==> src/rtl/le_enc_pkg.sv <==
package le_enc_pkg;

    localparam int DATA_W   = 8;
    localparam int X_W      = 5;
    localparam int Y_W      = DATA_W - X_W;
    localparam int SUB6_W   = 6;
    localparam int SUB4_W   = 4;
    localparam int SYM_W    = SUB6_W + SUB4_W;
    localparam int KCNT     = 12;
    localparam int KENT_W   = SYM_W + 1;
    localparam int COMMA_IX = 5;

    // Data sub-block lookups, negative-disparity form plus steering flags
    typedef struct packed {
        logic [SUB6_W-1:0] c6;
        logic              flip6;   // complement at positive disparity
        logic              unbal6;  // sub-block flips disparity
        logic [SUB4_W-1:0] c4;
        logic              flip4;
        logic              unbal4;
        logic              y7;
        logic              alt_n;   // alternate candidate at negative disparity
        logic              alt_p;   // alternate candidate at positive disparity
    } dlut_t;

    typedef struct packed {
        logic [SYM_W-1:0] code;     // negative-disparity form
        logic             bal;      // symbol is perfectly balanced
        logic             legal;
    } klut_t;

    typedef struct packed {
        logic  valid;
        logic  is_k;
        dlut_t d;
        klut_t k;
    } s2_t;

    function automatic logic [SUB6_W-1:0] six_b(input logic [X_W-1:0] x);
        case (x)
            5'd0:  return 6'b100111;  5'd1:  return 6'b011101;
            5'd2:  return 6'b101101;  5'd3:  return 6'b110001;
            5'd4:  return 6'b110101;  5'd5:  return 6'b101001;
            5'd6:  return 6'b011001;  5'd7:  return 6'b111000;
            5'd8:  return 6'b111001;  5'd9:  return 6'b100101;
            5'd10: return 6'b010101;  5'd11: return 6'b110100;
            5'd12: return 6'b001101;  5'd13: return 6'b101100;
            5'd14: return 6'b011100;  5'd15: return 6'b010111;
            5'd16: return 6'b011011;  5'd17: return 6'b100011;
            5'd18: return 6'b010011;  5'd19: return 6'b110010;
            5'd20: return 6'b001011;  5'd21: return 6'b101010;
            5'd22: return 6'b011010;  5'd23: return 6'b111010;
            5'd24: return 6'b110011;  5'd25: return 6'b100110;
            5'd26: return 6'b010110;  5'd27: return 6'b110110;
            5'd28: return 6'b001110;  5'd29: return 6'b101110;
            5'd30: return 6'b011110;  default: return 6'b101011;
        endcase
    endfunction

    function automatic logic [SUB4_W-1:0] four_b(input logic [Y_W-1:0] y);
        case (y)
            3'd0: return 4'b1011;  3'd1: return 4'b1001;
            3'd2: return 4'b0101;  3'd3: return 4'b1100;
            3'd4: return 4'b1101;  3'd5: return 4'b1010;
            3'd6: return 4'b0110;  default: return 4'b1110;
        endcase
    endfunction

    // Byte value of control entry i
    function automatic logic [DATA_W-1:0] k_value(input int i);
        case (i)
            8:       return 8'hF7;
            9:       return 8'hFB;
            10:      return 8'hFD;
            11:      return 8'hFE;
            default: return {3'(i), 5'd28};
        endcase
    endfunction

    // {balanced, negative-disparity code} of control entry i
    function automatic logic [KENT_W-1:0] k_word(input int i);
        case (i)
            0:       return 11'b1_001111_0100;
            1:       return 11'b0_001111_1001;
            2:       return 11'b0_001111_0101;
            3:       return 11'b0_001111_0011;
            4:       return 11'b1_001111_0010;
            5:       return 11'b0_001111_1010;
            6:       return 11'b0_001111_0110;
            7:       return 11'b1_001111_1000;
            8:       return 11'b1_111010_1000;
            9:       return 11'b1_110110_1000;
            10:      return 11'b1_101110_1000;
            default: return 11'b1_011110_1000;
        endcase
    endfunction

endpackage

==> src/rtl/le_data_lut.sv <==
module le_data_lut
    import le_enc_pkg::*;
(
    input  logic [DATA_W-1:0] byte_in,
    output dlut_t             d_o
);
    logic [X_W-1:0] x;
    logic [Y_W-1:0] y;

    assign x = byte_in[X_W-1:0];
    assign y = byte_in[DATA_W-1:X_W];

    always_comb begin
        d_o.c6     = six_b(x);
        d_o.unbal6 = ($countones(d_o.c6) != SUB6_W / 2);
        d_o.flip6  = d_o.unbal6 || (x == 5'd7);
        d_o.c4     = four_b(y);
        d_o.unbal4 = ($countones(d_o.c4) != SUB4_W / 2);
        d_o.flip4  = d_o.unbal4 || (y == 3'd3);
        d_o.y7     = (y == 3'd7);
        d_o.alt_n  = (x == 5'd17) || (x == 5'd18) || (x == 5'd20);
        d_o.alt_p  = (x == 5'd11) || (x == 5'd13) || (x == 5'd14);
    end
endmodule

==> src/rtl/le_ctrl_lut.sv <==
module le_ctrl_lut
    import le_enc_pkg::*;
(
    input  logic [DATA_W-1:0] byte_in,
    output klut_t             k_o
);
    logic [KCNT-1:0]   hit;
    logic [KENT_W-1:0] word;

    for (genvar gi = 0; gi < KCNT; gi++) begin : g_entry
        assign hit[gi] = (byte_in == k_value(gi));
    end

    always_comb begin
        word = k_word(COMMA_IX);
        for (int i = 0; i < KCNT; i++) begin
            if (hit[i]) word = k_word(i);
        end
        k_o.code  = word[SYM_W-1:0];
        k_o.bal   = word[KENT_W-1];
        k_o.legal = |hit;
    end
endmodule

==> src/rtl/le_disp_stage.sv <==
module le_disp_stage
    import le_enc_pkg::*;
(
    input  logic             clk,
    input  logic             rst,
    input  s2_t              s2,
    output logic             sym_valid,
    output logic [SYM_W-1:0] sym,
    output logic             sym_err,
    output logic             rd
);
    logic [SUB6_W-1:0] c6;
    logic [SUB4_W-1:0] c4_base, c4;
    logic              rd6, use_alt, d_rd, k_rd, nxt_rd;
    logic [SYM_W-1:0]  d_sym, k_sym, nxt_sym;

    always_comb begin
        c6      = (rd && s2.d.flip6) ? ~s2.d.c6 : s2.d.c6;
        rd6     = rd ^ s2.d.unbal6;
        use_alt = s2.d.y7 && ((!rd6 && s2.d.alt_n) || (rd6 && s2.d.alt_p));
        c4_base = use_alt ? 4'b0111 : s2.d.c4;
        c4      = (rd6 && s2.d.flip4) ? ~c4_base : c4_base;
        d_sym   = {c6, c4};
        d_rd    = rd6 ^ s2.d.unbal4;
        k_sym   = rd ? ~s2.k.code : s2.k.code;
        k_rd    = s2.k.bal ? rd : ~rd;
        nxt_sym = s2.is_k ? k_sym : d_sym;
        nxt_rd  = s2.is_k ? k_rd  : d_rd;
    end

    always_ff @(posedge clk) begin
        if (rst) begin
            sym_valid <= 1'b0;
            sym_err   <= 1'b0;
            sym       <= '0;
            rd        <= 1'b0;
        end else begin
            sym_valid <= s2.valid;
            sym_err   <= s2.valid && s2.is_k && !s2.k.legal;
            if (s2.valid) begin
                sym <= nxt_sym;
                rd  <= nxt_rd;
            end
        end
    end

    AST_SYM_WEIGHT: assert property (@(posedge clk) disable iff (rst)
        sym_valid |-> ($countones(sym) >= 4 && $countones(sym) <= 6));
    AST_RD_FLIP: assert property (@(posedge clk) disable iff (rst)
        sym_valid |-> ((rd != $past(rd)) == ($countones(sym) != 5)));
    AST_UNBAL_SIGN: assert property (@(posedge clk) disable iff (rst)
        (sym_valid && $countones(sym) != 5) |-> (($countones(sym) > 5) == !$past(rd)));
    AST_IDLE_HOLD: assert property (@(posedge clk) disable iff (rst)
        !sym_valid |-> ($stable(rd) && $stable(sym)));
    AST_ERR_QUAL: assert property (@(posedge clk) disable iff (rst)
        sym_err |-> sym_valid);
    AST_ERR_COMMA: assert property (@(posedge clk) disable iff (rst)
        sym_err |-> (sym == 10'b0011111010 || sym == 10'b1100000101));
endmodule

==> src/rtl/line_enc8b10b.sv <==
module line_enc8b10b
    import le_enc_pkg::*;
(
    input  logic              clk,
    input  logic              rst,
    input  logic              in_valid,
    input  logic              in_ctrl,
    input  logic [DATA_W-1:0] in_byte,
    output logic              out_valid,
    output logic [SYM_W-1:0]  out_sym,
    output logic              out_err,
    output logic              out_rd
);
    logic              s1_valid, s1_k;
    logic [DATA_W-1:0] s1_byte;
    dlut_t             d_lut;
    klut_t             k_lut;
    s2_t               s2_q;

    // Stage 1: capture the beat
    always_ff @(posedge clk) begin
        if (rst) begin
            s1_valid <= 1'b0;
            s1_k     <= 1'b0;
            s1_byte  <= '0;
        end else begin
            s1_valid <= in_valid;
            s1_k     <= in_ctrl;
            s1_byte  <= in_byte;
        end
    end

    le_data_lut u_data_lut (.byte_in(s1_byte), .d_o(d_lut));
    le_ctrl_lut u_ctrl_lut (.byte_in(s1_byte), .k_o(k_lut));

    // Stage 2: hold disparity-independent lookups
    always_ff @(posedge clk) begin
        if (rst) begin
            s2_q <= '0;
        end else begin
            s2_q.valid <= s1_valid;
            s2_q.is_k  <= s1_k;
            s2_q.d     <= d_lut;
            s2_q.k     <= k_lut;
        end
    end

    // Stage 3: disparity selection and output register
    le_disp_stage u_disp (
        .clk       (clk),
        .rst       (rst),
        .s2        (s2_q),
        .sym_valid (out_valid),
        .sym       (out_sym),
        .sym_err   (out_err),
        .rd        (out_rd)
    );

    AST_LATENCY: assert property (@(posedge clk) disable iff (rst)
        in_valid |-> ##3 out_valid);
    AST_IDLE_PASS: assert property (@(posedge clk) disable iff (rst)
        !in_valid |-> ##3 !out_valid);
    AST_DATA_NO_ERR: assert property (@(posedge clk) disable iff (rst)
        (in_valid && !in_ctrl) |-> ##3 !out_err);
endmodule

==> config.mk <==
export PLATFORM = sky130hd
export DESIGN_NAME = line_enc8b10b
export DESIGN_NICKNAME = d
export VERILOG_FILES = /design/src/rtl/le_enc_pkg.sv /design/src/rtl/le_data_lut.sv /design/src/rtl/le_ctrl_lut.sv /design/src/rtl/le_disp_stage.sv /design/src/rtl/line_enc8b10b.sv
export SDC_FILE = /design/constraint.sdc
export NUM_CORES = 1
export LEC_CHECK = 0
export ABC_AREA = 1
export CORE_UTILIZATION = 28
export CTS_CLUSTER_DIAMETER = 40
export DETAILED_ROUTE_END_ITERATION = 8
export PLACE_DENSITY = 0.57
export SLEW_MARGIN = 20
export SYNTH_ARGS = -nofsm -noshare
export SYNTH_HDL_FRONTEND = slang
export SYNTH_SLANG_ARGS = --single-unit
==> constraint.sdc <==
create_clock -name clk -period 2.4 [get_ports clk]
set_input_delay 0.48 -clock clk [delete_from_list [all_inputs] [get_ports clk]]
set_output_delay 0.48 -clock clk [all_outputs]
set_load 0.01 [all_outputs]
==> flow_metrics.env, run 1 <==
export IMPL_finalNetCount=411
export IMPL_worstHoldStart="s2_q[0]"
export IMPL_ctsHtreeMaxLevel=3
export IMPL_detailedPlacementHpwl_um=4050
export IMPL_layout_cells_non_filler=520
export IMPL_crit_path_end_kind="flop"
export IMPL_pwr_density_nw_per_um2=698
export IMPL_antenna_found_initial=0
export IMPL_critPathLaunchType="flop"
export IMPL_finalWeightedCongestion=0.829
export IMPL_fin_setup_tns_ps=0
export IMPL_drt_wl_total_um=5430
export IMPL_netSwitchingPower_uw=622
export IMPL_wl_per_cell_um=10.5
export IMPL_postSynth_asyncResetShare_pct=0
export IMPL_critical_path_max_stage_delay_ps=470
export IMPL_max_clock_path_buffers=2
export IMPL_crit_path_cell_trace="inv_2, nand2_1, nand2_1, o21bai_1, nand2_1, ha_1, ha_1, fa_1, nor3b_2, o21ai_0"
export IMPL_p_clk_share_pct=36.7
export IMPL_via_count=2213
export IMPL_syn_area_um2=2810
export IMPL_first_iter_violations=84
export IMPL_antenna_cells_inserted=0
export IMPL_cts_root_buf="clkbuf_8"
export IMPL_critPathRequiredTime_ps=2620
export IMPL_grt_pass1_wl_um=9490
export IMPL_netSwitchingFraction_pct=26.3
export IMPL_clock_tree_sinks=60
export IMPL_slew_violations=0
export IMPL_syn_nets=383
export IMPL_synth_top_area_share_pct=42.7
export IMPL_maximum_number_of_pins_on_one_net_before_global_route_repair=35
export IMPL_ir_drop_mv=0.251
export IMPL_grt_total_usage_pct=11.7
export IMPL_layout_worst_path_cycle_share_pct=88.6
export IMPL_setup_slack_ps=274
export IMPL_power_share_combinational_pct=16.7
export IMPL_synth_edf_count=0
export IMPL_max_freq_ghz=0.470
export IMPL_yosys_warnings=0
export IMPL_clock_skew_final_ps=8.16
export IMPL_tightestPinTransition_ps=457
export IMPL_totalPowerFinal_mw=2.37
export IMPL_synth_top_cell_by_area="dfxtp_1"
export IMPL_syn_instance_count=355
export IMPL_first_pass_iters=5
export IMPL_top_cell_family_by_delay_on_the_critical_path="adder cells"
export IMPL_post_route_min_period_ps=2130
export IMPL_seq_total_area_yosys_pct=42.7
export IMPL_placed_cell_area_um2=3200
export IMPL_setup_violations=0
export IMPL_synth_cell_types=41
export IMPL_hold_violations=0
export IMPL_crit_start="s1_byte[5]"
export IMPL_via_count_of_the_first_global_routing_pass=2184
export IMPL_p_int_mw=1.74
export IMPL_fillerInstances=1032
export IMPL_leakagePower_nw=1.53
export IMPL_num_io_pins=25
export IMPL_max_cap_violations=0
export IMPL_finished_layout_cell_area_um2=3390
export IMPL_clock_tree_from_tritoncts="yes"
export IMPL_postSynthAreaPerCell_um2=7.92
export IMPL_arrival_ps=2350
export IMPL_worst_hold_path_num_cells=1
export IMPL_synth_top_cells_by_count="60 x dfxtp_1, 55 x nand2_1, 45 x inv_1"
export IMPL_hold_path_class="reg2reg"
export IMPL_cts_buffers_inserted=9
export IMPL_die_height_um=102
export IMPL_initial_core_util_pct=28.8
export IMPL_yosys_most_used_dff="dfxtp_1"
export IMPL_numPlacedInstances=505
export IMPL_drtAntennaViolNets=0
export IMPL_drc=0
export IMPL_slew_limit_headroom_pct=69.5
export IMPL_count_of_cell_instances_traversed_by_the_critical_path=10
export IMPL_rsz_0062_raised_after_global_routing="no"
export IMPL_std_cell_rows=36
export IMPL_grt_ovfl_total=0
export IMPL_share_of_cells_above_drive_strength_1_pct=12.1
export IMPL_crit_fanout=6
export IMPL_numPortBuffers=24
export IMPL_clock_latency_on_the_worst_skew_pair_ps=340
export IMPL_synth_top_cells_by_area="dfxtp_1 43%, nand2_1 7.3%, inv_1 6.0%, ha_1 5.8%, nor2_1 4.4%"
export IMPL_floorplan_core_area_um2=9770
export IMPL_die_w_um=102
export IMPL_avgViaCountPerCell=4.26
export IMPL_timing_critical_path_slowest_stage_cell="fa_1"
export IMPL_dieArea_um2=10500
export IMPL_crit_path_frequent_cell="nand2_1"
export IMPL_areaGrowthSynthToFinish_pct=20.6
export IMPL_synth_most_common_cell="dfxtp_1"
export IMPL_post_place_ws_ps=105
export IMPL_power_frac_seq_pct=46.7
export IMPL_setup_worst_path_class="reg2reg"
export IMPL_reg2reg_depth=10
export IMPL_status="complete, no violations"
export IMPL_critical_path_reg2reg_startpoint="s1_byte[5]"
export IMPL_cts_reportedPaths_clkPinSlew_ps=60
export IMPL_worstPathBufferInverterCount=1
export IMPL_yosys_register_bits=60
-- power by group through the flow --
stage,Sequential [mW],Combinational [mW],Clock (mW)
2_1_floorplan,1.12,0.281,0
3_3_place_gp,1.13,0.379,0
5_1_grt,1.11,0.450,0.937
4_1_cts,1.10,0.397,0.895
3_5_place_dp,1.13,0.395,0
6_report,1.10,0.394,0.868
-- what timing repair did --
action | in CTS | in global routing
gates resized for setup | 0 | 3
endpoints found under the hold margin | 0 | 0
setup buffers | 0 | 0
endpoints found under the setup margin | 0 | 2
hold buffers | 0 | 0
-- cells by family after synthesis --
group,Yosys count,synth area share [%]
AO/OA/AOI/OAI,69,13.7
XOR/XNOR,13,4.05
adder cells (fa/ha/maj),16,7.92
buffers and inverters,62,9.21
flip-flops,60,42.7
AND/OR/NAND/NOR,135,22.5
-- layout make-up --
| class | instances | area (µm²) | area share (%) |
|---|---|---|---|
| well taps | 133 | 166 | 4.91 |
| clock buffers | 13 | 149 | 4.39 |
| flip-flops and latches | 60 | 1200 | 35.5 |
| repair buffers | 29 | 290 | 8.56 |
| inverters | 50 | 190 | 5.61 |
| multi-input cells | 233 | 1360 | 40.0 |
| clock inverters | 2 | 35.0 | 1.03 |
-- registers in the layout, summed over array words and instances, names as in the netlist --
| signal | count |
|---|---|
| s2_q | 31 |
| u_disp.sym_valid | 1 |
| s1_byte | 8 |
| u_data_lut.d_o | 6 |
| u_disp.sym | 10 |
| u_disp.sym_err | 1 |
| s1_valid | 1 |
| s1_k | 1 |
| u_disp.rd | 1 |
-- per-layer routing --
metal  track usage [%]  wire length (µm)  vias up
met4              6.92               142        0
met3              2.05               181       11
li1                  -                 -     1192
met1              15.1              2800      962
met5                 0                 0        -
met2              18.2              2310       48
-- metrics by stage --
stage	utilization, %	hold WS, ps
2_1_floorplan	-	375
4_1_cts	34.6	397
5_1_grt	34.7	417
3_5_place_dp	32.7	386
3_3_place_gp	32.7	393
6_report	34.7	394
-- path summary, 6_finish.rpt --
kind                                  endpoint  slack (ps)
worst min register to register  u_disp.sym_err         390
worst max-delay path                  s2_q[16]         270
worst min-delay path            u_disp.sym_err         390
worst max register to register        s2_q[16]         270
-- layout by cell type, fill, tap and decap left out, types with 7 or more instances in the layout --
master,instances
dfxtp_1,59
xor2_1,7
nand3_1,15
nand2_1,55
clkdlybuf4s50_1,24
a31oi_1,9
inv_1,44
nor2_1,33
o21ai_0,21
ha_1,13
a21oi_1,23
clkbuf_8,10
Note: power is estimated with default switching activity, not from simulation.
==> run 2: changes to the inputs <==
CORE_UTILIZATION = 57   (was 28)
PLACE_DENSITY = 0.91   (was 0.57)
==> run 2 against run 1 <==
First-iteration DRC count is 98% higher. Routed wire length up 0.90%. Non-clock buffer count increased by 2. Combinational power is 3% higher. Core utilization rose by 36 points. Largest power group unchanged.
==> flow_metrics.env, run 2 (same netlist as run 1, synthesis figures left out) <==
export IMPL_count_of_cell_instances_traversed_by_the_critical_path=10
export IMPL_numPlacedInstances=441
export IMPL_leakagePower_nw=1.55
export IMPL_fin_setup_tns_ps=0
export IMPL_setup_worst_path_class="reg2reg"
export IMPL_slew_limit_headroom_pct=70.3
export IMPL_top_cell_family_by_delay_on_the_critical_path="adder cells"
export IMPL_cts_root_buf="clkbuf_8"
export IMPL_std_cell_rows=25
export IMPL_detailedPlacementHpwl_um=3900
export IMPL_drtAntennaViolNets=0
export IMPL_hold_violations=0
export IMPL_ctsHtreeMaxLevel=3
export IMPL_worstPathBufferInverterCount=1
export IMPL_crit_fanout=6
export IMPL_dieArea_um2=5220
export IMPL_timing_critical_path_slowest_stage_cell="fa_1"
export IMPL_die_height_um=72.2
export IMPL_first_pass_iters=5
export IMPL_grt_ovfl_total=0
export IMPL_critical_path_max_stage_delay_ps=490
export IMPL_placed_cell_area_um2=3120
export IMPL_crit_path_end_kind="flop"
export IMPL_clock_latency_on_the_worst_skew_pair_ps=330
export IMPL_worst_setup_path_endpoint="s2_q[16]"
export IMPL_critPathRequiredTime_ps=2620
export IMPL_finalNetCount=413
export IMPL_finished_layout_cell_area_um2=3340
export IMPL_wl_per_cell_um=12.0
export IMPL_slew_violations=0
export IMPL_r2r_setup_slack_ps=80
export IMPL_avgViaCountPerCell=5.16
export IMPL_layout_worst_path_cycle_share_pct=96.6
export IMPL_max_cap_violations=0
export IMPL_drc=0
export IMPL_maximum_number_of_pins_on_one_net_before_global_route_repair=22
export IMPL_clock_tree_from_tritoncts="yes"
export IMPL_reg2reg_depth=10
export IMPL_final_cell_mix="60 x dfxtp_1, 55 x nand2_1, 45 x inv_1"
export IMPL_max_freq_ghz=0.431
export IMPL_floorplan_core_area_um2=4720
export IMPL_layout_cells_non_filler=457
export IMPL_mostFrequentLayoutCell="dfxtp_1"
export IMPL_clock_tree_sinks=60
export IMPL_crit_start="s1_byte[5]"
export IMPL_share_of_cells_above_drive_strength_1_pct=12.6
export IMPL_drt_wl_total_um=5480
export IMPL_ir_drop_mv=0.524
export IMPL_timing_hold_ws_ps=402
export IMPL_antenna_cells_inserted=0
export IMPL_max_clock_path_buffers=2
export IMPL_cts_hold_buf=0
export IMPL_reg_to_reg_end="s2_q[16]"
export IMPL_cts_buffers_inserted=9
export IMPL_status="complete, no violations"
export IMPL_pwr_density_nw_per_um2=746
export IMPL_via_count_of_the_first_global_routing_pass=2309
export IMPL_initial_core_util_pct=59.5
export IMPL_tightestPinTransition_ps=439
export IMPL_registers_top_by_ff_count="s2_q"
export IMPL_antenna_found_initial=0
export IMPL_hold_path_class="reg2reg"
export IMPL_finalWeightedCongestion=0.829
export IMPL_crit_path_frequent_cell="nand2_1"
export IMPL_first_iter_violations=166
export IMPL_clock_skew_final_ps=6.63
export IMPL_post_route_min_period_ps=2320
export IMPL_areaGrowthSynthToFinish_pct=18.9
export IMPL_totalPowerFinal_mw=2.49
export IMPL_grt_total_usage_pct=23.8
export IMPL_critical_path_reg2reg_startpoint="s1_byte[5]"
export IMPL_die_w_um=72.2
export IMPL_largest_registers="s2_q x31, u_disp.sym x10, s1_byte x8"
export IMPL_arrival_ps=2540
export IMPL_crit_path_cell_trace="inv_1, nand2_1, nand2_1, o21bai_1, nand2_1, ha_1, ha_1, fa_1, nor3b_2, o21ai_0"
export IMPL_grt_pass1_wl_um=9500
export IMPL_via_count=2358
export IMPL_largest_register_ffs=31
export IMPL_critPathLaunchType="flop"
export IMPL_cts_reportedPaths_clkPinSlew_ps=60
export IMPL_num_io_pins=25
export IMPL_numPortBuffers=24
export IMPL_setup_violations=0
export IMPL_worst_hold_path_num_cells=1
## run 2: changes by cell type in the layout (fill, tap and decap cells not counted), sizes merged
cell | before | now
buf | 5 | 7
bufinv | 1 | 2
clkbuf | 13 | 12
clkinvlp | 0 | 1
## run 2: layout make-up
cell class                 instances  area (µm²)
clock inverter                     4        72.6
timing repair buffer              31         293
inverter                          50         190
fill                             369        1380
tap                               67        83.8
clock buffer                      12         145
multi-input combinational        233        1360
sequential                        60        1200
## run 2: worst min path at each step
| stage | startpoint | slack [ps] | to |
|---|---|---|---|
| after global routing | s1_k | 430 | s2_q[29] |
| after CTS | s2_q[0] | 400 | u_disp.sym_err |
| after detailed placement | s2_q[0] | 390 | u_disp.sym_err |
| after global placement | s2_q[0] | 390 | u_disp.sym_err |
| final | s2_q[0] | 400 | u_disp.sym_err |
| after floorplan | s2_q[0] | 380 | u_disp.sym_err |
## run 2: layer usage
metal | wire length (µm) | part of all wire, % | GRT usage (%) | vias up
met5 | 0 | 0 | 0 | -
met4 | 166 | 3.0 | 15.3 | 0
met3 | 264 | 4.8 | 4.86 | 15
met2 | 2710 | 49 | 40.5 | 78
met1 | 2340 | 43 | 27.1 | 1061
li1 | - | - | - | 1204
## run 2: what timing repair did
action,4_1_cts,5_1_grt
setup endpoints to repair,0,1
setup buffers,0,0
gates resized for setup,0,1
## run 2: power breakdown
group          total, mW  internal, mW  switching, mW
sequential          1.11          1.07         0.0387
combinational      0.406         0.177          0.228
clock              0.982         0.612          0.370
## run 2: per-stage QoR
step	utilization (%)	worst slack (ps)
after floorplan	-	296
after global placement	66.1	229
after detailed placement	66.1	146
after CTS	70.7	118
after global routing	70.8	-100
final	70.8	81.2
